[src/rtl/srx_pkg.sv]
package srx_pkg;
  typedef enum logic [1:0] {
    RX_IDLE  = 2'd0,
    RX_START = 2'd1,
    RX_BITS  = 2'd2,
    RX_STOP  = 2'd3
  } rx_state_e;
endpackage

[src/rtl/srx_sync.sv]
// Line resynchronizer with falling-edge detect.
module srx_sync #(
  parameter int STAGES = 2
) (
  input  logic clk,
  input  logic rst_n,
  input  logic line_i,
  output logic line_s_o,
  output logic fell_o
);
  logic [STAGES-1:0] chain_q;
  logic              prev_q;

  for (genvar g = 0; g < STAGES; g++) begin : g_stage
    if (g == 0) begin : g_first
      always_ff @(posedge clk or negedge rst_n)
        if (!rst_n) chain_q[g] <= 1'b1;
        else        chain_q[g] <= line_i;
    end else begin : g_next
      always_ff @(posedge clk or negedge rst_n)
        if (!rst_n) chain_q[g] <= 1'b1;
        else        chain_q[g] <= chain_q[g-1];
    end
  end

  always_ff @(posedge clk or negedge rst_n)
    if (!rst_n) prev_q <= 1'b1;
    else        prev_q <= chain_q[STAGES-1];

  assign line_s_o = chain_q[STAGES-1];
  assign fell_o   = prev_q & ~chain_q[STAGES-1];
endmodule

[src/rtl/srx_tick.sv]
// Sample tick divider, held in phase while cleared.
module srx_tick #(
  parameter int DIV_W = 8
) (
  input  logic             clk,
  input  logic             rst_n,
  input  logic             clr_i,
  input  logic [DIV_W-1:0] div_i,
  output logic             tick_o
);
  logic [DIV_W-1:0] cnt_q;

  always_ff @(posedge clk or negedge rst_n)
    if (!rst_n)               cnt_q <= '0;
    else if (clr_i)           cnt_q <= '0;
    else if (cnt_q == div_i)  cnt_q <= '0;
    else                      cnt_q <= cnt_q + 1'b1;

  assign tick_o = !clr_i && (cnt_q == div_i);
endmodule

[src/rtl/srx_frame.sv]
// Frame sequencer, address filter and holding register.
module srx_frame
  import srx_pkg::*;
#(
  parameter int WORD_W  = 9,
  parameter int OS_FAST = 16,
  parameter int OS_SLOW = 64
) (
  input  logic              clk,
  input  logic              rst_n,
  input  logic              active_i,
  input  logic              line_s_i,
  input  logic              tick_i,
  input  logic              long_i,
  input  logic              fast_i,
  input  logic              filt_i,
  input  logic              ready_i,
  output logic              tick_clr_o,
  output logic [WORD_W-1:0] data_o,
  output logic              valid_o,
  output logic              ovr_o,
  output logic              ferr_o
);
  localparam int SW = $clog2(OS_SLOW);
  localparam int BW = $clog2(WORD_W);
  localparam logic [SW-1:0] FAST_LAST = SW'(OS_FAST - 1);
  localparam logic [SW-1:0] SLOW_LAST = SW'(OS_SLOW - 1);
  localparam logic [SW-1:0] FAST_HALF = SW'(OS_FAST / 2 - 1);
  localparam logic [SW-1:0] SLOW_HALF = SW'(OS_SLOW / 2 - 1);
  localparam logic [BW-1:0] LONG_LAST  = BW'(WORD_W - 1);
  localparam logic [BW-1:0] SHORT_LAST = BW'(WORD_W - 2);

  rx_state_e         st_q;
  logic [SW-1:0]     scnt_q;
  logic [BW-1:0]     bcnt_q;
  logic [WORD_W-1:0] sh_q;
  logic              armed_q;

  logic [SW-1:0]     bit_last, half_last;
  logic [BW-1:0]     bits_last;
  logic [WORD_W-1:0] word;
  logic              flag, keep;

  assign bit_last  = fast_i ? FAST_LAST : SLOW_LAST;
  assign half_last = fast_i ? FAST_HALF : SLOW_HALF;
  assign bits_last = long_i ? LONG_LAST : SHORT_LAST;

  for (genvar g = 0; g < WORD_W; g++) begin : g_word
    if (g == WORD_W - 1) begin : g_top
      assign word[g] = long_i & sh_q[g];
    end else begin : g_low
      assign word[g] = sh_q[g];
    end
  end

  assign flag       = long_i ? sh_q[WORD_W-1] : sh_q[WORD_W-2];
  assign keep       = !filt_i || flag;
  assign tick_clr_o = (st_q == RX_IDLE);

  always_ff @(posedge clk or negedge rst_n) begin
    if (!rst_n) begin
      st_q    <= RX_IDLE;
      scnt_q  <= '0;
      bcnt_q  <= '0;
      sh_q    <= '0;
      armed_q <= 1'b0;
      data_o  <= '0;
      valid_o <= 1'b0;
      ovr_o   <= 1'b0;
      ferr_o  <= 1'b0;
    end else if (!active_i) begin
      st_q    <= RX_IDLE;
      scnt_q  <= '0;
      bcnt_q  <= '0;
      armed_q <= 1'b0;
      data_o  <= '0;
      valid_o <= 1'b0;
      ovr_o   <= 1'b0;
      ferr_o  <= 1'b0;
    end else begin
      if (valid_o && ready_i) valid_o <= 1'b0;
      unique case (st_q)
        RX_IDLE: begin
          if (line_s_i) begin
            armed_q <= 1'b1;
          end else if (armed_q) begin
            st_q    <= RX_START;
            scnt_q  <= '0;
            armed_q <= 1'b0;
          end
        end
        RX_START: if (tick_i) begin
          if (scnt_q == half_last) begin
            scnt_q <= '0;
            bcnt_q <= '0;
            st_q   <= line_s_i ? RX_IDLE : RX_BITS;
          end else begin
            scnt_q <= scnt_q + 1'b1;
          end
        end
        RX_BITS: if (tick_i) begin
          if (scnt_q == bit_last) begin
            scnt_q       <= '0;
            sh_q[bcnt_q] <= line_s_i;
            if (bcnt_q == bits_last) st_q   <= RX_STOP;
            else                     bcnt_q <= bcnt_q + 1'b1;
          end else begin
            scnt_q <= scnt_q + 1'b1;
          end
        end
        RX_STOP: if (tick_i) begin
          if (scnt_q == bit_last) begin
            scnt_q <= '0;
            st_q   <= RX_IDLE;
            if (keep) begin
              if (valid_o && !ready_i) begin
                ovr_o <= 1'b1;
              end else begin
                data_o  <= word;
                valid_o <= 1'b1;
                ferr_o  <= !line_s_i;
              end
            end
          end else begin
            scnt_q <= scnt_q + 1'b1;
          end
        end
        default: st_q <= RX_IDLE;
      endcase
    end
  end
endmodule

[src/rtl/srx_merge.sv]
// Interrupt merge and power-down wake pulse, both registered.
module srx_merge (
  input  logic clk,
  input  logic rst_n,
  input  logic rie_i,
  input  logic teie_i,
  input  logic tiie_i,
  input  logic valid_i,
  input  logic ovr_i,
  input  logic tx_empty_i,
  input  logic tx_idle_i,
  input  logic wake_en_i,
  input  logic pwr_down_i,
  input  logic fell_i,
  output logic irq_o,
  output logic wake_o
);
  logic rx_src, tx_src;

  assign rx_src = rie_i & (ovr_i | valid_i);
  assign tx_src = (teie_i & tx_empty_i) | (tiie_i & tx_idle_i);

  always_ff @(posedge clk or negedge rst_n)
    if (!rst_n) begin
      irq_o  <= 1'b0;
      wake_o <= 1'b0;
    end else begin
      irq_o  <= rx_src | tx_src;
      wake_o <= wake_en_i & pwr_down_i & fell_i;
    end
endmodule

[src/rtl/serial_addr_rx.sv]
module serial_addr_rx #(
  parameter int DIV_W   = 8,
  parameter int WORD_W  = 9,
  parameter int OS_FAST = 16,
  parameter int OS_SLOW = 64,
  parameter int SYNC_N  = 2
) (
  input  logic              clk,
  input  logic              rst_n,
  input  logic              rx_i,
  input  logic              uart_en_i,
  input  logic              rx_en_i,
  input  logic              addr_filter_i,
  input  logic              long_frame_i,
  input  logic              fast_baud_i,
  input  logic [DIV_W-1:0]  baud_div_i,
  input  logic              rx_ready_i,
  input  logic              rie_i,
  input  logic              tx_empty_ie_i,
  input  logic              tx_idle_ie_i,
  input  logic              tx_empty_i,
  input  logic              tx_idle_i,
  input  logic              wake_en_i,
  input  logic              pwr_down_i,
  output logic [WORD_W-1:0] rx_data_o,
  output logic              rx_valid_o,
  output logic              overrun_o,
  output logic              frame_err_o,
  output logic              irq_o,
  output logic              wake_o,
  output logic              rx_own_o
);
  logic active, line_s, fell, tick, tick_clr;

  assign active   = rx_en_i & uart_en_i;
  assign rx_own_o = active;

  srx_sync #(.STAGES(SYNC_N)) u_sync (
    .clk(clk), .rst_n(rst_n), .line_i(rx_i),
    .line_s_o(line_s), .fell_o(fell)
  );

  srx_tick #(.DIV_W(DIV_W)) u_tick (
    .clk(clk), .rst_n(rst_n), .clr_i(tick_clr),
    .div_i(baud_div_i), .tick_o(tick)
  );

  srx_frame #(.WORD_W(WORD_W), .OS_FAST(OS_FAST), .OS_SLOW(OS_SLOW)) u_frame (
    .clk(clk), .rst_n(rst_n), .active_i(active), .line_s_i(line_s),
    .tick_i(tick), .long_i(long_frame_i), .fast_i(fast_baud_i),
    .filt_i(addr_filter_i), .ready_i(rx_ready_i), .tick_clr_o(tick_clr),
    .data_o(rx_data_o), .valid_o(rx_valid_o), .ovr_o(overrun_o),
    .ferr_o(frame_err_o)
  );

  srx_merge u_merge (
    .clk(clk), .rst_n(rst_n), .rie_i(rie_i), .teie_i(tx_empty_ie_i),
    .tiie_i(tx_idle_ie_i), .valid_i(rx_valid_o), .ovr_i(overrun_o),
    .tx_empty_i(tx_empty_i), .tx_idle_i(tx_idle_i), .wake_en_i(wake_en_i),
    .pwr_down_i(pwr_down_i), .fell_i(fell), .irq_o(irq_o), .wake_o(wake_o)
  );
endmodule

[config.mk]
export PLATFORM = sky130hd
export DESIGN_NAME = serial_addr_rx
export DESIGN_NICKNAME = d
export VERILOG_FILES = /design/src/rtl/srx_pkg.sv /design/src/rtl/srx_sync.sv /design/src/rtl/srx_tick.sv /design/src/rtl/srx_frame.sv /design/src/rtl/srx_merge.sv /design/src/rtl/serial_addr_rx.sv
export SDC_FILE = /design/constraint.sdc
export NUM_CORES = 1
export LEC_CHECK = 0
export ABC_AREA = 1
export BUFFER_PORTS_ARGS = -buffer_cell sky130_fd_sc_hd__buf_4
export CAP_MARGIN = 20
export CORE_ASPECT_RATIO = 0.75
export CORE_MARGIN = 4
export CORE_UTILIZATION = 50
export CTS_CLUSTER_DIAMETER = 80
export CTS_CLUSTER_SIZE = 12
export DETAILED_ROUTE_END_ITERATION = 8
export GPL_ROUTABILITY_DRIVEN = 0
export PLACE_DENSITY = 0.71
export SLEW_MARGIN = 10
export SYNTH_ARGS = -nofsm -noshare
export SYNTH_HDL_FRONTEND = slang
export SYNTH_SLANG_ARGS = --single-unit
[constraint.sdc]
create_clock -name clk -period 2.22 [get_ports clk]
set_input_delay 0.555 -clock clk [delete_from_list [all_inputs] [get_ports clk]]
set_output_delay 0.555 -clock clk [all_outputs]
set_load 0.05 [all_outputs]
# Yosys cells after proc, flatten, opt, wreduce, memory -nomap -nowiden
# Cells that the tools add are included.
dict set report word_totals {
  register_bits 47
  inputBits 24
  output_inout_bits 15
  wordCells 139
}
dict set report op_classes {
  addsub 3
  n_lt_le_gt_ge 2
  n_eq_ne 26
  muxes 64
  bitwise 12
  reduce_logical 17
}
# cell n
set ops {}
lappend ops {{2-to-1 mux 9 bit} 6}
lappend ops {{2-to-1 mux 6 bit} 8}
lappend ops {{!= test 3 bit, second input constant} 12}
lappend ops {{2-to-1 mux 4 bit} 7}
lappend ops {{2-to-1 mux 1 bit} 24}
lappend ops {{2-to-1 mux 2 bit} 11}
lappend ops {{case mux 6 bit (3 select lines)} 1}
lappend ops {{2-to-1 mux 8 bit} 2}
lappend ops {{!= test 2 bit, second input constant} 7}
lappend ops {{equality test 6 bit} 2}
lappend ops {{AND reduction 5 bit} 2}
lappend ops {{bitwise mux 9 bit} 1}
lappend ops {{AND reduction 9 bit} 1}
lappend ops {{adder 8 x 1 -> 8 bit, second input constant} 1}
lappend ops {{AND 1 bit} 8}
lappend ops {{equality test 8 bit} 1}
lappend ops {{case mux 2 bit (4 select lines)} 1}
lappend ops {{case mux 4 bit (2 select lines)} 1}
lappend ops {{AND reduction 4 bit} 2}
lappend ops {{adder 6 x 1 -> 6 bit, second input constant} 1}
lappend ops {{AND reduction 6 bit} 1}
lappend ops {{< comparator 4 x 5 -> 1 bit, second input constant} 1}
lappend ops {{2-to-1 mux 5 bit} 1}
lappend ops {{adder 4 x 1 -> 4 bit, second input constant} 1}
lappend ops {{12 further kinds} 21}

# Logic depth before layout (Yosys ltp)
# Gate-level depths: netlist of the first run.
dict set report depth {
  ltp_word 8
  ltp_mapped 11
  mapped_depth_nobuf 11
}

# Hierarchy
# From an unflattened synthesis of the first run, not the netlist that was laid out.
dict set report hier_totals {
  hier_cells 372
  area_unflattened_um2 2713.9
}
# mod instances cells_per_inst area_per_inst_um2
set by_module_without_submodules {}
lappend by_module_without_submodules {srx_frame 1 245 1911.8}
lappend by_module_without_submodules {srx_tick 1 111 625.6}
lappend by_module_without_submodules {srx_sync 1 5 88.8}
lappend by_module_without_submodules {srx_merge 1 9 80.1}
lappend by_module_without_submodules {serial_addr_rx 1 2 7.5}

# Worst setup path after synthesis of the first run
# Ideal clock, no wire load.
dict set report synth_path {
  path_type {input to output}
  start {input rx_en_i}
  end {output rx_own_o}
  t_arrival_ns 1.604
  t_required_ns 1.665
  slack_ns 0.061
  stages 4
  n_path_buf 2
  cell_sequence {nand2_2 inv_1 buf_2 clkbuf_1}
}
dict set report synth_between {
  elab_chain_cells 1
}
# element line_no
set synth_lines {}
lappend synth_lines {{from (decl)} serial_addr_rx.sv:12} ;# input logic rx_en_i,
lappend synth_lines {{AND 1 bit} serial_addr_rx.sv:35} ;# assign active = rx_en_i & uart_en_i;
lappend synth_lines {{to (decl)} serial_addr_rx.sv:31} ;# output logic rx_own_o
# Every way passes these cells.

# Worst setup path after layout of the first run
dict set report layout_path {
  start {register u_frame.scnt_q[0]}
  end {register u_frame.sh_q[2]}
}
dict set report layout_between {
  elab_chain_cells 2
}
# element line_no
set layout_lines {}
lappend layout_lines {{from (decl)} srx_frame.sv:34} ;# logic [SW-1:0] scnt_q;
lappend layout_lines {{from (signal assigned)} srx_frame.sv:98} ;# scnt_q <= scnt_q + 1'b1;
lappend layout_lines {{from (signal assigned)} srx_frame.sv:108} ;# scnt_q <= scnt_q + 1'b1;
lappend layout_lines {{from (signal assigned)} srx_frame.sv:125} ;# scnt_q <= scnt_q + 1'b1;
lappend layout_lines {{equality test 6 bit} srx_frame.sv:102} ;# if (scnt_q == bit_last) begin
lappend layout_lines {{AND reduction 4 bit (no line)} --}
lappend layout_lines {{to (signal, indexed assignment)} srx_frame.sv:104} ;# sh_q[bcnt_q] <= line_s_i;
lappend layout_lines {{to (decl)} srx_frame.sv:36} ;# logic [WORD_W-1:0] sh_q;
# Every way passes these cells.
# A chain may end at the register's enable or synchronous reset.

==> results of run 1 <==
## synth_stat cells
| cell | number | area, um^2 |
|---|---|---|
| xor2_1 | 5 | 43.8 |
| o21ai_1 | 19 | 95.1 |
| nor2_4 | 5 | 56.3 |
| nand3_4 | 2 | 35.0 |
| nand2_1 | 95 | 357 |
| o21ai_2 | 2 | 17.5 |
| a21oi_1 | 6 | 30.0 |
| inv_4 | 2 | 12.5 |
| nor3_1 | 3 | 15.0 |
| ha_1 | 6 | 75.1 |
| o31ai_1 | 1 | 7.51 |
| nor2_2 | 4 | 25.0 |
| inv_2 | 5 | 18.8 |
| clkbuf_1 | 2 | 7.51 |
| dfstp_2 | 3 | 78.8 |
| inv_1 | 32 | 120 |
| o211ai_1 | 1 | 7.51 |
| nand2_4 | 1 | 11.3 |
| a31oi_1 | 1 | 6.26 |
| dfrtp_1 | 44 | 1100 |
| clkinv_2 | 1 | 5.00 |
| nand3_2 | 1 | 10.0 |
| nand2_2 | 3 | 18.8 |
| o21ai_4 | 2 | 32.5 |
| nor2_8 | 1 | 20.0 |
| a21boi_1 | 1 | 7.51 |
| nor3b_1 | 1 | 7.51 |
| nand3_1 | 35 | 175 |
| nand4_4 | 1 | 21.3 |
| nand4_1 | 17 | 106 |
| buf_4 | 1 | 7.51 |
| xnor2_1 | 4 | 35.0 |
| nor2_1 | 21 | 78.8 |
| clkinv_1 | 1 | 3.75 |
| o21bai_1 | 2 | 15.0 |
| buf_2 | 1 | 5.00 |
| o21ai_0 | 6 | 30.0 |
## flip-flops by register name, indices dropped and copies added (netlist names)
name,cells
u_tick.cnt_q,8
u_sync.line_s_o,1
u_sync.prev_q,1
u_frame.scnt_q,6
u_frame.ovr_o,1
u_frame.ferr_o,1
u_frame.armed_q,1
u_frame.data_o,9
u_merge.wake_o,1
u_sync.chain_q,1
u_frame.st_q,2
u_merge.irq_o,1
u_frame.sh_q,9
u_frame.valid_o,1
u_frame.bcnt_q,4
## cell usage in the layout (no fill, tap or decap), types with 6 or more instances in the layout
| cell | Yosys | layout |
|---|---|---|
| a21oi_1 | 6 | 6 |
| buf_4 | 1 | 40 |
| dfrtp_1 | 44 | 44 |
| ha_1 | 6 | 6 |
| inv_1 | 32 | 32 |
| nand2_1 | 95 | 95 |
| nand3_1 | 35 | 35 |
| nand4_1 | 17 | 17 |
| nor2_1 | 21 | 21 |
| o21ai_0 | 6 | 6 |
| o21ai_1 | 19 | 19 |
## power by group through the flow
stage                     Sequential, mW  Clock, mW  Combinational, mW
after CTS                          0.900      0.679              0.231
after detailed placement           0.917          0              0.227
after floorplan                    0.916          0              0.139
after global placement             0.916          0              0.226
after global routing               0.904      0.710              0.258
final                              0.900      0.659              0.228
## cell families (layout without fill, tap and decap cells)
| group | count (synthesis) | in the layout | share of synthesized area |
|---|---|---|---|
| AO/OA/AOI/OAI | 41 | 41 | 0.0922 |
| XOR/XNOR | 9 | 9 | 0.0292 |
| adder cells (fa/ha/maj) | 6 | 6 | 0.0278 |
| buffers and inverters | 45 | 89 | 0.0667 |
| flip-flops | 47 | 47 | 0.437 |
| AND/OR/NAND/NOR | 190 | 190 | 0.347 |
## path summary, 6_finish.rpt
path                                        start           endpoint  slack (ps)  cells past startpoint
worst max-delay path            u_frame.scnt_q[0]    u_frame.sh_q[2]         360                     10
worst min-delay path                        rst_n  u_frame.scnt_q[0]         240                      1
worst max register to register  u_frame.scnt_q[0]    u_frame.sh_q[2]         360                     10
worst min register to register  u_sync.chain_q[0]    u_sync.line_s_o         360                      0
max in group asynchronous                   rst_n    u_frame.sh_q[1]        1570                      1
min in group clk                             rx_i  u_sync.chain_q[0]         350                      1
## routing by layer
metal	share of wire	wire length (um)	up-vias
met5	0	0	-
met1	0.52	2960	1075
met4	0.0084	48	0
met2	0.41	2330	74
li1	-	-	1195
met3	0.064	364	7
## worst register-to-register path: stages, from the launching register on
cell	delay [ps]
dfrtp_1	440
ha_1	190
nand2_1	130
nor2_4	130
nand3_2	130
clkinv_2	130
nand3_4	150
nor2_8	160
inv_4	70
o21ai_1	140
nand2_1	80
## through the flow
stage / total power [mW] / worst slack (ps) / hold slack [ps]
floorplan: 1.06 / 61.1 / 259
global placement: 1.14 / 429 / 345
detailed placement: 1.14 / 393 / 348
CTS: 1.81 / 380 / 259
global route: 1.87 / 211 / 288
finish: 1.79 / 361 / 240
## layout make-up
class,count,area (um^2),area share
clock buffers,5,68.8,0.0216
well taps,72,90.1,0.0283
inverters,41,160,0.0503
multi-input cells,246,1340,0.420
flip-flops and latches,47,1180,0.370
repair buffers,40,300,0.0942
clock inverters,3,47.5,0.0149
==> results.py, run 1 <==
metrics = {
    "clocking": {
        "holdBufCountCts": 0,
        "numClockSinks": 47,
        "cts_setup_buffers": 0,
        "insertion_delay_ps": 310,
        "cts_resized": 0,
        "clockRootBuffer": "clkbuf_8",
        "htreeDepth": 2,
        "clock_path_buffers": 2,
        "path_clk_slew_ps": 90,
        "cts_tree": "yes",
        "cts_buffers": 5,
    },
    "timing": {
        "min_period_ps": 1860,
        "hold_violations": 0,
        "rsz0062_at_grt": "no",
        "skew_ps": 12.6,
        "relSlewSlack": 0.585,
        "fin_crit_sh": 0.838,
        "worstMarginPinSlew_ps": 620,
        "setup_viol": 0,
        "drv_slew": 0,
        "max_freq_ghz": 0.538,
        "fin_setup_tns_ps": 0,
    },
    "setup_path": {
        "slowest_stage": "dfrtp_1",
        "critPathBufInv": 2,
        "cp_common_cell": "nand2_1",
        "critical_path_class": "register to register",
        "critPathArrivalTime_ps": 2050,
        "crit_family": "simple AND/OR/NAND/NOR gates",
        "cp-start-kind": "register",
        "cp_cell_sequence": "ha_1 -> nand2_1 -> nor2_4 -> nand3_2 -> clkinv_2 -> nand3_4 -> nor2_8 -> inv_4 -> o21ai_1 -> nand2_1",
        "slowest_delay_ps": 440,
        "end_kind": "register",
        "crit_required_ps": 2410,
        "crit_fanout": 8,
    },
    "drt": {
        "drt_iter0_markers": 111,
        "wl_per_cell_um": 12.6,
        "viasPerCell": 5.18,
        "vias": 2351,
        "firstDrtPassIters": 5,
        "postRouteWirelength_um": 5700,
        "ant_nets": 0,
        "drc_errors": 0,
    },
    "run_status": {
        "status": "finished clean",
    },
    "global_route": {
        "grt_use_total": 0.183,
        "use_met2": 0.261,
        "use_met1": 0.278,
        "grt.busiest_layer": "met1",
        "grt_remaining_overflow": 0,
        "met3_usage": 0.0420,
        "grt_pass1_wl_um": 9940,
        "antenna_found_initial": 0,
        "grt_max_degree": 48,
        "first_global_vias": 2135,
    },
    "power": {
        "power_density_nw_per_um2": 561,
        "p_leak_nw": 1.63,
        "vdd_ir_drop_max_uv": 364,
        "p_int_mw": 1.30,
        "netSwitchingFraction": 0.274,
        "p_clk_frac": 0.369,
        "power_frac_comb": 0.128,
        "p_sw_mw": 0.490,
        "p_seq_frac": 0.504,
    },
    "final_layout": {
        "final_nets": 411,
        "final_area_um2": 3190,
        "syn_to_final_growth_pct": 18.0,
        "instances_no_fill": 454,
        "drive_above_1_share": 0.212,
        "num_antenna_cells": 0,
        "final_core_util": 0.629,
        "n_fill_cell": 453,
    },
    "floorplan": {
        "die_area_um2": 6650,
        "row_count": 22,
        "dieHeight_um": 71.6,
        "start_util": 0.533,
        "die_w_um": 92.9,
        "core-area_um2": 5060,
        "io_pins": 39,
    },
    "logic_synthesis": {
        "synth.avg_cell_area_um2": 7.99,
        "ys_warn_count": 0,
        "netlist_area_um2": 2700,
        "synth.distinct_cells": 37,
        "syn-instance-count": 338,
        "synth-seq-cells": 47,
        "ys_seq_area_frac": 0.437,
        "synth_fp_nets": 368,
    },
    "placement": {
        "dp_cells": 446,
        "placed_cell_area_um2": 3070,
        "port_buffers": 38,
        "dp_hpwl_um": 4320,
    },
    "flow_run": {
        "max-cap-violations": 0,
    },
    "min_path": {
        "holdCritPathClass": "input pin to asynchronous set/reset pin",
    },
}
(Power assumes the default switching activity.)
==> inputs of run 2 (changes only) <==
--- a/config.mk
+++ b/config.mk
@@ -5,7 +5,7 @@
 export SDC_FILE = /design/constraint.sdc
 export NUM_CORES = 1
 export LEC_CHECK = 0
-export ABC_AREA = 1
+export ABC_AREA = 0
 export BUFFER_PORTS_ARGS = -buffer_cell sky130_fd_sc_hd__buf_4
 export CAP_MARGIN = 20
 export CORE_ASPECT_RATIO = 0.75
@@ -15,7 +15,7 @@
 export CTS_CLUSTER_SIZE = 12
 export DETAILED_ROUTE_END_ITERATION = 8
 export GPL_ROUTABILITY_DRIVEN = 0
-export PLACE_DENSITY = 0.71
+export PLACE_DENSITY = 0.74
 export SLEW_MARGIN = 10
 export SYNTH_ARGS = -nofsm -noshare
 export SYNTH_HDL_FRONTEND = slang
==> constraint.sdc (replaced) <==
create_clock -name clk -period 1.7 [get_ports clk]
set_input_delay 0.425 -clock clk [delete_from_list [all_inputs] [get_ports clk]]
set_output_delay 0.425 -clock clk [all_outputs]
set_load 0.05 [all_outputs]
==> run 2 against run 1 <==
  * The flow now finishes with violations (setup timing)
  * Via count down 4.1%
  * Clock skew down 1.5 ps
  * Hold slack worse by 130 ps
  * Clock power up 48%
  * Count of clock-buffer cells in the layout unchanged
  * Sequential cell count unchanged
  * Combinational power down 12%
  * First-iteration DRC count up 42%
  * Setup slack worse by 720 ps
  * Utilization up 17 points
  * Critical endpoint is now u_frame.st_q[0]
==> results.py, run 2 <==
metrics = {
    "clocking": {
        "holdBufCountCts": 0,
        "clock_path_buffers": 2,
        "cts_tree": "yes",
        "cts_buffers": 5,
        "clockRootBuffer": "clkbuf_8",
        "path_clk_slew_ps": 100,
        "numClockSinks": 47,
        "insertion_delay_ps": 310,
        "htreeDepth": 2,
    },
    "global_route": {
        "met3_usage": 0.0499,
        "grt_remaining_overflow": 0,
        "grt.busiest_layer": "met1",
        "grt_pass1_wl_um": 10500,
        "use_met1": 0.331,
        "grt_max_degree": 48,
        "use_met2": 0.310,
        "grt_use_total": 0.215,
        "antenna_found_initial": 0,
        "first_global_vias": 2182,
    },
    "timing": {
        "fin_setup_tns_ps": -8470,
        "relSlewSlack": 0.600,
        "rsz0062_at_grt": "yes",
        "hold_violations": 0,
        "worstMarginPinSlew_ps": 600,
        "setup_viol": 41,
        "setup_ws_ps": -362,
        "min_period_ps": 2060,
        "holdWs_ps": 110,
        "max_freq_ghz": 0.485,
        "skew_ps": 11.1,
        "drv_slew": 0,
        "fin_crit_sh": 1.21,
    },
    "power": {
        "p_seq_frac": 0.491,
        "power_frac_comb": 0.087,
        "p_leak_nw": 1.74,
        "power_density_nw_per_um2": 624,
        "p_sw_mw": 0.503,
        "p_clk_frac": 0.422,
        "netSwitchingFraction": 0.218,
        "p_int_mw": 1.81,
        "vdd_ir_drop_max_uv": 496,
    },
    "min_path": {
        "holdCritPathClass": "input pin to asynchronous set/reset pin",
    },
    "floorplan": {
        "dieHeight_um": 69.3,
        "row_count": 21,
        "io_pins": 39,
        "die_area_um2": 6210,
        "start_util": 0.538,
        "core-area_um2": 4650,
        "die_w_um": 89.7,
    },
    "drt": {
        "wl_per_cell_um": 17.0,
        "drc_errors": 0,
        "postRouteWirelength_um": 6700,
        "ant_nets": 0,
        "drt_iter0_markers": 158,
        "firstDrtPassIters": 5,
        "vias": 2254,
        "viasPerCell": 5.72,
    },
    "setup_path": {
        "cp-start-kind": "register",
        "crit_fanout": 7,
        "cp_common_cell": "buf_6",
        "cp_cell_sequence": "buf_6 -> or3b_4 -> a21oi_4 -> nand3_4 -> buf_6 -> o32a_1 -> a21oi_2",
        "slowest_stage": "dfrtp_1",
        "critPathArrivalTime_ps": 2300,
        "crit_family": "compound AO/OA/AOI/OAI gates",
        "rrSetupSlack_ps": -360,
        "end_kind": "register",
        "critical_path_class": "register to register",
        "slowest_delay_ps": 430,
        "critPathBufInv": 2,
        "crit_required_ps": 1940,
    },
    "logic_synthesis": {
        "synthTopCellsByCount": "44 x dfrtp_1, 21 x nor2_1, 18 x nand3_1, 14 x o31ai_1, 13 x o21ai_0",
        "synth.largest_area_cell": "dfrtp_1",
        "syn-instance-count": 236,
        "synthDominantCellAreaShare": 0.440,
        "synth.distinct_cells": 62,
        "synth_most_common_cell": "dfrtp_1",
        "async_flop_share": 1.00,
        "synthFlopType": "dfrtp_1",
        "ys_warn_count": 0,
        "synth.avg_cell_area_um2": 10.6,
        "ys_seq_area_frac": 0.472,
        "synth-seq-cells": 47,
        "synth_edf_count": 0,
        "synth_fp_nets": 266,
        "ys_top_cells_by_area": "dfrtp_1 44%, o31ai_1 4.2%, xor2_1 4.2%",
        "netlist_area_um2": 2500,
    },
    "run_status": {
        "violations": "setup timing",
        "status": "finished with violations",
    },
    "flow_run": {
        "max-cap-violations": 0,
    },
    "final_layout": {
        "n_fill_cell": 281,
        "mostFrequentLayoutCells": "87 x buf_4, 43 x dfrtp_1, 17 x nand3_1, 16 x nor2_1, 11 x buf_6",
        "syn_to_final_growth_pct": 47.9,
        "final_common_cell": "buf_4",
        "top_regs": "u_frame.data_o (9), u_frame.sh_q (9), u_tick.cnt_q (8)",
        "instances_no_fill": 394,
        "drive_above_1_share": 0.481,
        "num_antenna_cells": 0,
        "final_nets": 366,
    },
    "placement": {
        "dp_hpwl_um": 4430,
        "port_buffers": 38,
        "dp_cells": 376,
    },
}
-- run 2: what timing repair did --
action	4_1_cts	5_1_grt
endpoints found under the setup margin	41	41
pin swaps	8	16
gates cloned	2	0
setup buffers	5	3
resized for setup	22	33
-- run 2: path summary, 6_finish.rpt --
| kind | start | to | cells past startpoint |
|---|---|---|---|
| max in group asynchronous | rst_n | u_tick.cnt_q[3] | 1 |
| worst min register to register | u_sync.chain_q[0] | u_sync.line_s_o | 0 |
| worst max register to register | u_frame.scnt_q[4] | u_frame.st_q[0] | 7 |
| worst min-delay path | rst_n | u_frame.scnt_q[4] | 1 |
| min in group clk | rx_i | u_sync.chain_q[0] | 1 |
| worst max-delay path | u_frame.scnt_q[4] | u_frame.st_q[0] | 7 |
-- run 2: cell families after synthesis --
family	Yosys count	share of synthesized area
and+or+nand+nor	86	0.202
AOI/OAI and AO/OA	56	0.168
DFF	47	0.472
buffers and inverters	17	0.0345
xor gates and xnor gates	14	0.0520
muxes	10	0.0420
adders and majority gates	6	0.0300
-- run 2: power groups by stage --
stage	Combinational (mW)	Clock, mW	Sequential, mW
2_1_floorplan	0.0651	0	1.16
3_3_place_gp	0.183	0	1.15
3_5_place_dp	0.186	0	1.15
4_1_cts	0.192	0.992	1.13
5_1_grt	0.217	1.06	1.13
6_report	0.201	0.975	1.13
-- run 2: worst reg2reg max path, stage by stage (launching register included) --
cell and delay, ps:
dfrtp_1 430, buf_6 130, or3b_4 400, a21oi_4 210
nand3_4 220, buf_6 180, o32a_1 300, a21oi_2 130
-- run 2: through the flow --
stage | cell area [um^2] | util | power, mW | setup WS [ps]
after floorplan | 2560 | - | 1.23 | -266
after global placement | 3240 | 0.696 | 1.34 | -366
after detailed placement | 3240 | 0.696 | 1.34 | -388
after CTS | 3570 | 0.768 | 2.32 | -297
after global routing | 3700 | 0.795 | 2.41 | -435
final | 3700 | 0.795 | 2.31 | -362
-- run 2: layer usage --
layer | part of all wire | routed length [um]
met5 | 0 | 0
met4 | 0.0036 | 24
met3 | 0.064 | 432
met2 | 0.48 | 3220
met1 | 0.45 | 3030
-- run 2: final cells by class --
cell class	count	area [um^2]	share of cell area
clock buffers	5	68.8	0.0186
clock inverters	3	67.6	0.0183
inverters	9	38.8	0.0105
multi-input cells	172	1420	0.384
flip-flops and latches	47	1180	0.319
well taps	57	71.3	0.0193
repair buffers	101	850	0.230
==> inputs of run 3 (changes only) <==
--- a/config.mk
+++ b/config.mk
@@ -6,7 +6,6 @@
 export NUM_CORES = 1
 export LEC_CHECK = 0
 export ABC_AREA = 0
-export BUFFER_PORTS_ARGS = -buffer_cell sky130_fd_sc_hd__buf_4
 export CAP_MARGIN = 20
 export CORE_ASPECT_RATIO = 0.75
 export CORE_MARGIN = 4
@@ -14,8 +13,9 @@
 export CTS_CLUSTER_DIAMETER = 80
 export CTS_CLUSTER_SIZE = 12
 export DETAILED_ROUTE_END_ITERATION = 8
+export DONT_BUFFER_PORTS = 1
 export GPL_ROUTABILITY_DRIVEN = 0
-export PLACE_DENSITY = 0.74
+export PLACE_DENSITY = 0.68
 export SLEW_MARGIN = 10
 export SYNTH_ARGS = -nofsm -noshare
 export SYNTH_HDL_FRONTEND = slang
==> run 3 against run 2 <==
  * The flow still finishes with violations (setup timing)
  * Sequential cell count unchanged
  * Sequential power about the same
  * Final cell count down 9.1%
  * Clock power down 11%
  * Non-clock buffer count down 36
  * Largest cell class unchanged
  * Largest power group unchanged
  * Highest routed layer unchanged
==> results.py, run 3 (same netlist as run 2, synthesis figures left out) <==
metrics = {
    "run_status": {
        "status": "finished with violations",
        "violations": "setup timing",
    },
    "clocking": {
        "insertion_delay_ps": 310,
        "cts_buffers": 5,
        "clock_path_buffers": 2,
        "path_clk_slew_ps": 90,
        "cts_tree": "yes",
        "htreeDepth": 2,
        "clockRootBuffer": "clkbuf_8",
        "numClockSinks": 47,
    },
    "timing": {
        "skew_ps": 12.2,
        "fin_crit_sh": 1.18,
        "setup_viol": 34,
        "rsz0062_at_grt": "yes",
        "drv_slew": 0,
        "setup_ws_ps": -304,
        "relSlewSlack": 0.674,
        "max_freq_ghz": 0.499,
        "worstMarginPinSlew_ps": 489,
        "min_period_ps": 2000,
        "hold_violations": 0,
    },
    "global_route": {
        "grt_use_total": 0.209,
        "first_global_vias": 2121,
        "grt_pass1_wl_um": 10300,
        "grt_max_degree": 48,
        "antenna_found_initial": 0,
        "grt_remaining_overflow": 0,
    },
    "final_layout": {
        "final_nets": 330,
        "n_fill_cell": 273,
        "drive_above_1_share": 0.485,
        "top_regs": "u_frame.data_o (9), u_frame.sh_q (9), u_tick.cnt_q (8)",
        "final-seq-area_um2": 1180,
        "num_antenna_cells": 0,
        "final_area_um2": 3660,
        "final_common_cell": "buf_4",
        "mostFrequentLayoutCells": "49 x buf_4, 43 x dfrtp_1, 16 x nand3_1, 14 x nor2_1, 10 x buf_6",
        "syn_to_final_growth_pct": 46.5,
        "instances_no_fill": 358,
        "multi_input_area_um2": 1650,
    },
    "drt": {
        "firstDrtPassIters": 4,
        "drt_iter0_markers": 222,
        "wl_per_cell_um": 18.5,
        "viasPerCell": 6.16,
        "drc_errors": 0,
        "postRouteWirelength_um": 6630,
        "ant_nets": 0,
        "vias": 2207,
    },
    "floorplan": {
        "row_count": 21,
        "die_area_um2": 6210,
        "io_pins": 39,
        "dieHeight_um": 69.3,
        "core-area_um2": 4650,
        "die_w_um": 89.7,
        "start_util": 0.538,
    },
    "setup_path": {
        "critPathBufInv": 0,
        "cp_cell_sequence": "or3b_4 -> a2111oi_4 -> nand4_2 -> a32o_2 -> mux2_4",
        "rrSetupSlack_ps": -300,
        "cp-start-kind": "register",
        "crit_required_ps": 1900,
        "end_kind": "register",
        "crit_fanout": 2,
        "critical_path_class": "register to register",
        "slowest_stage": "or3b_4",
        "critPathArrivalTime_ps": 2200,
        "slowest_delay_ps": 410,
        "crit_family": "compound AO/OA/AOI/OAI gates",
    },
    "placement": {
        "placed_cell_area_um2": 2940,
        "port_buffers": 0,
        "dp_cells": 336,
        "dp_hpwl_um": 4070,
    },
    "flow_run": {
        "max-cap-violations": 0,
    },
    "power": {
        "power_density_nw_per_um2": 594,
        "p_leak_nw": 1.60,
        "vdd_ir_drop_max_uv": 392,
    },
    "min_path": {
        "holdCritPathClass": "input pin to register",
    },
}
run 3: cell count changes in the layout (fill, tap and decap cells not counted), moves of 3 or more:
cell	delta
nor2_2	-4
o21ai_4	+3
nor2_4	+6
o21ai_1	-5
buf_4	-38
o31ai_1	-7
o31ai_4	+4
o31ai_2	+3
run 3: path summary, 6_finish.rpt:
path,end,startpoint,depth (start not counted)
min in group asynchronous,u_merge.wake_o,rst_n,2
max in group asynchronous,u_sync.line_s_o,rst_n,2
min,u_sync.chain_q[0],rx_i,0
max,u_frame.bcnt_q[0],u_frame.scnt_q[3],5
min reg2reg,u_sync.line_s_o,u_sync.chain_q[0],0
max reg2reg,u_frame.bcnt_q[0],u_frame.scnt_q[3],5
run 3: power by group:
group / leakage, nW / internal [mW] / total (mW) / switching, mW
combinational: 0.893 / 0.0674 / 0.164 / 0.0963
clock: 0.0612 / 0.476 / 0.870 / 0.394
sequential: 0.642 / 1.13 / 1.14 / 0.0134
total: 1.60 / 1.67 / 2.18 / 0.504
run 3: cell type report:
type | count | share of cell area
Clock buffer | 6 | 0.0225
Tap cell | 57 | 0.0195
Multi-Input combinational cell | 172 | 0.449
Clock inverter | 2 | 0.00956
Inverter | 9 | 0.0116
Sequential cell | 47 | 0.322
Timing Repair Buffer | 65 | 0.165
run 3: timing repair:
item / 4_1_cts / 5_1_grt
gates resized for setup: 41 / 50
pin swaps: 12 / 12
setup endpoints to repair: 41 / 41
gates cloned: 1 / 0
hold endpoints to repair: 47 / 0
hold buffers: 2 / 0
setup buffers: 8 / 3
run 3: through the flow:
step | worst slack (ps) | TNS (ps) | util | total power, mW | hold WS [ps]
floorplan | -266 | -2880 | - | 1.23 | 129
global placement | -272 | -3870 | 0.631 | 1.26 | 131
detailed placement | -324 | -4820 | 0.631 | 1.26 | 131
CTS | -298 | -4180 | 0.726 | 2.18 | 99.9
global route | -345 | -7200 | 0.788 | 2.24 | 93.8
finish | -304 | -4860 | 0.788 | 2.18 | 107
run 3: metal layers:
metal	up-vias	GRT usage	part of all wire	routed length, um
met5	-	0	0	0
met4	0	0.0612	0.013	87
met3	13	0.0475	0.076	506
met2	83	0.315	0.48	3170
met1	1110	0.299	0.43	2870
li1	1001	-	-	-
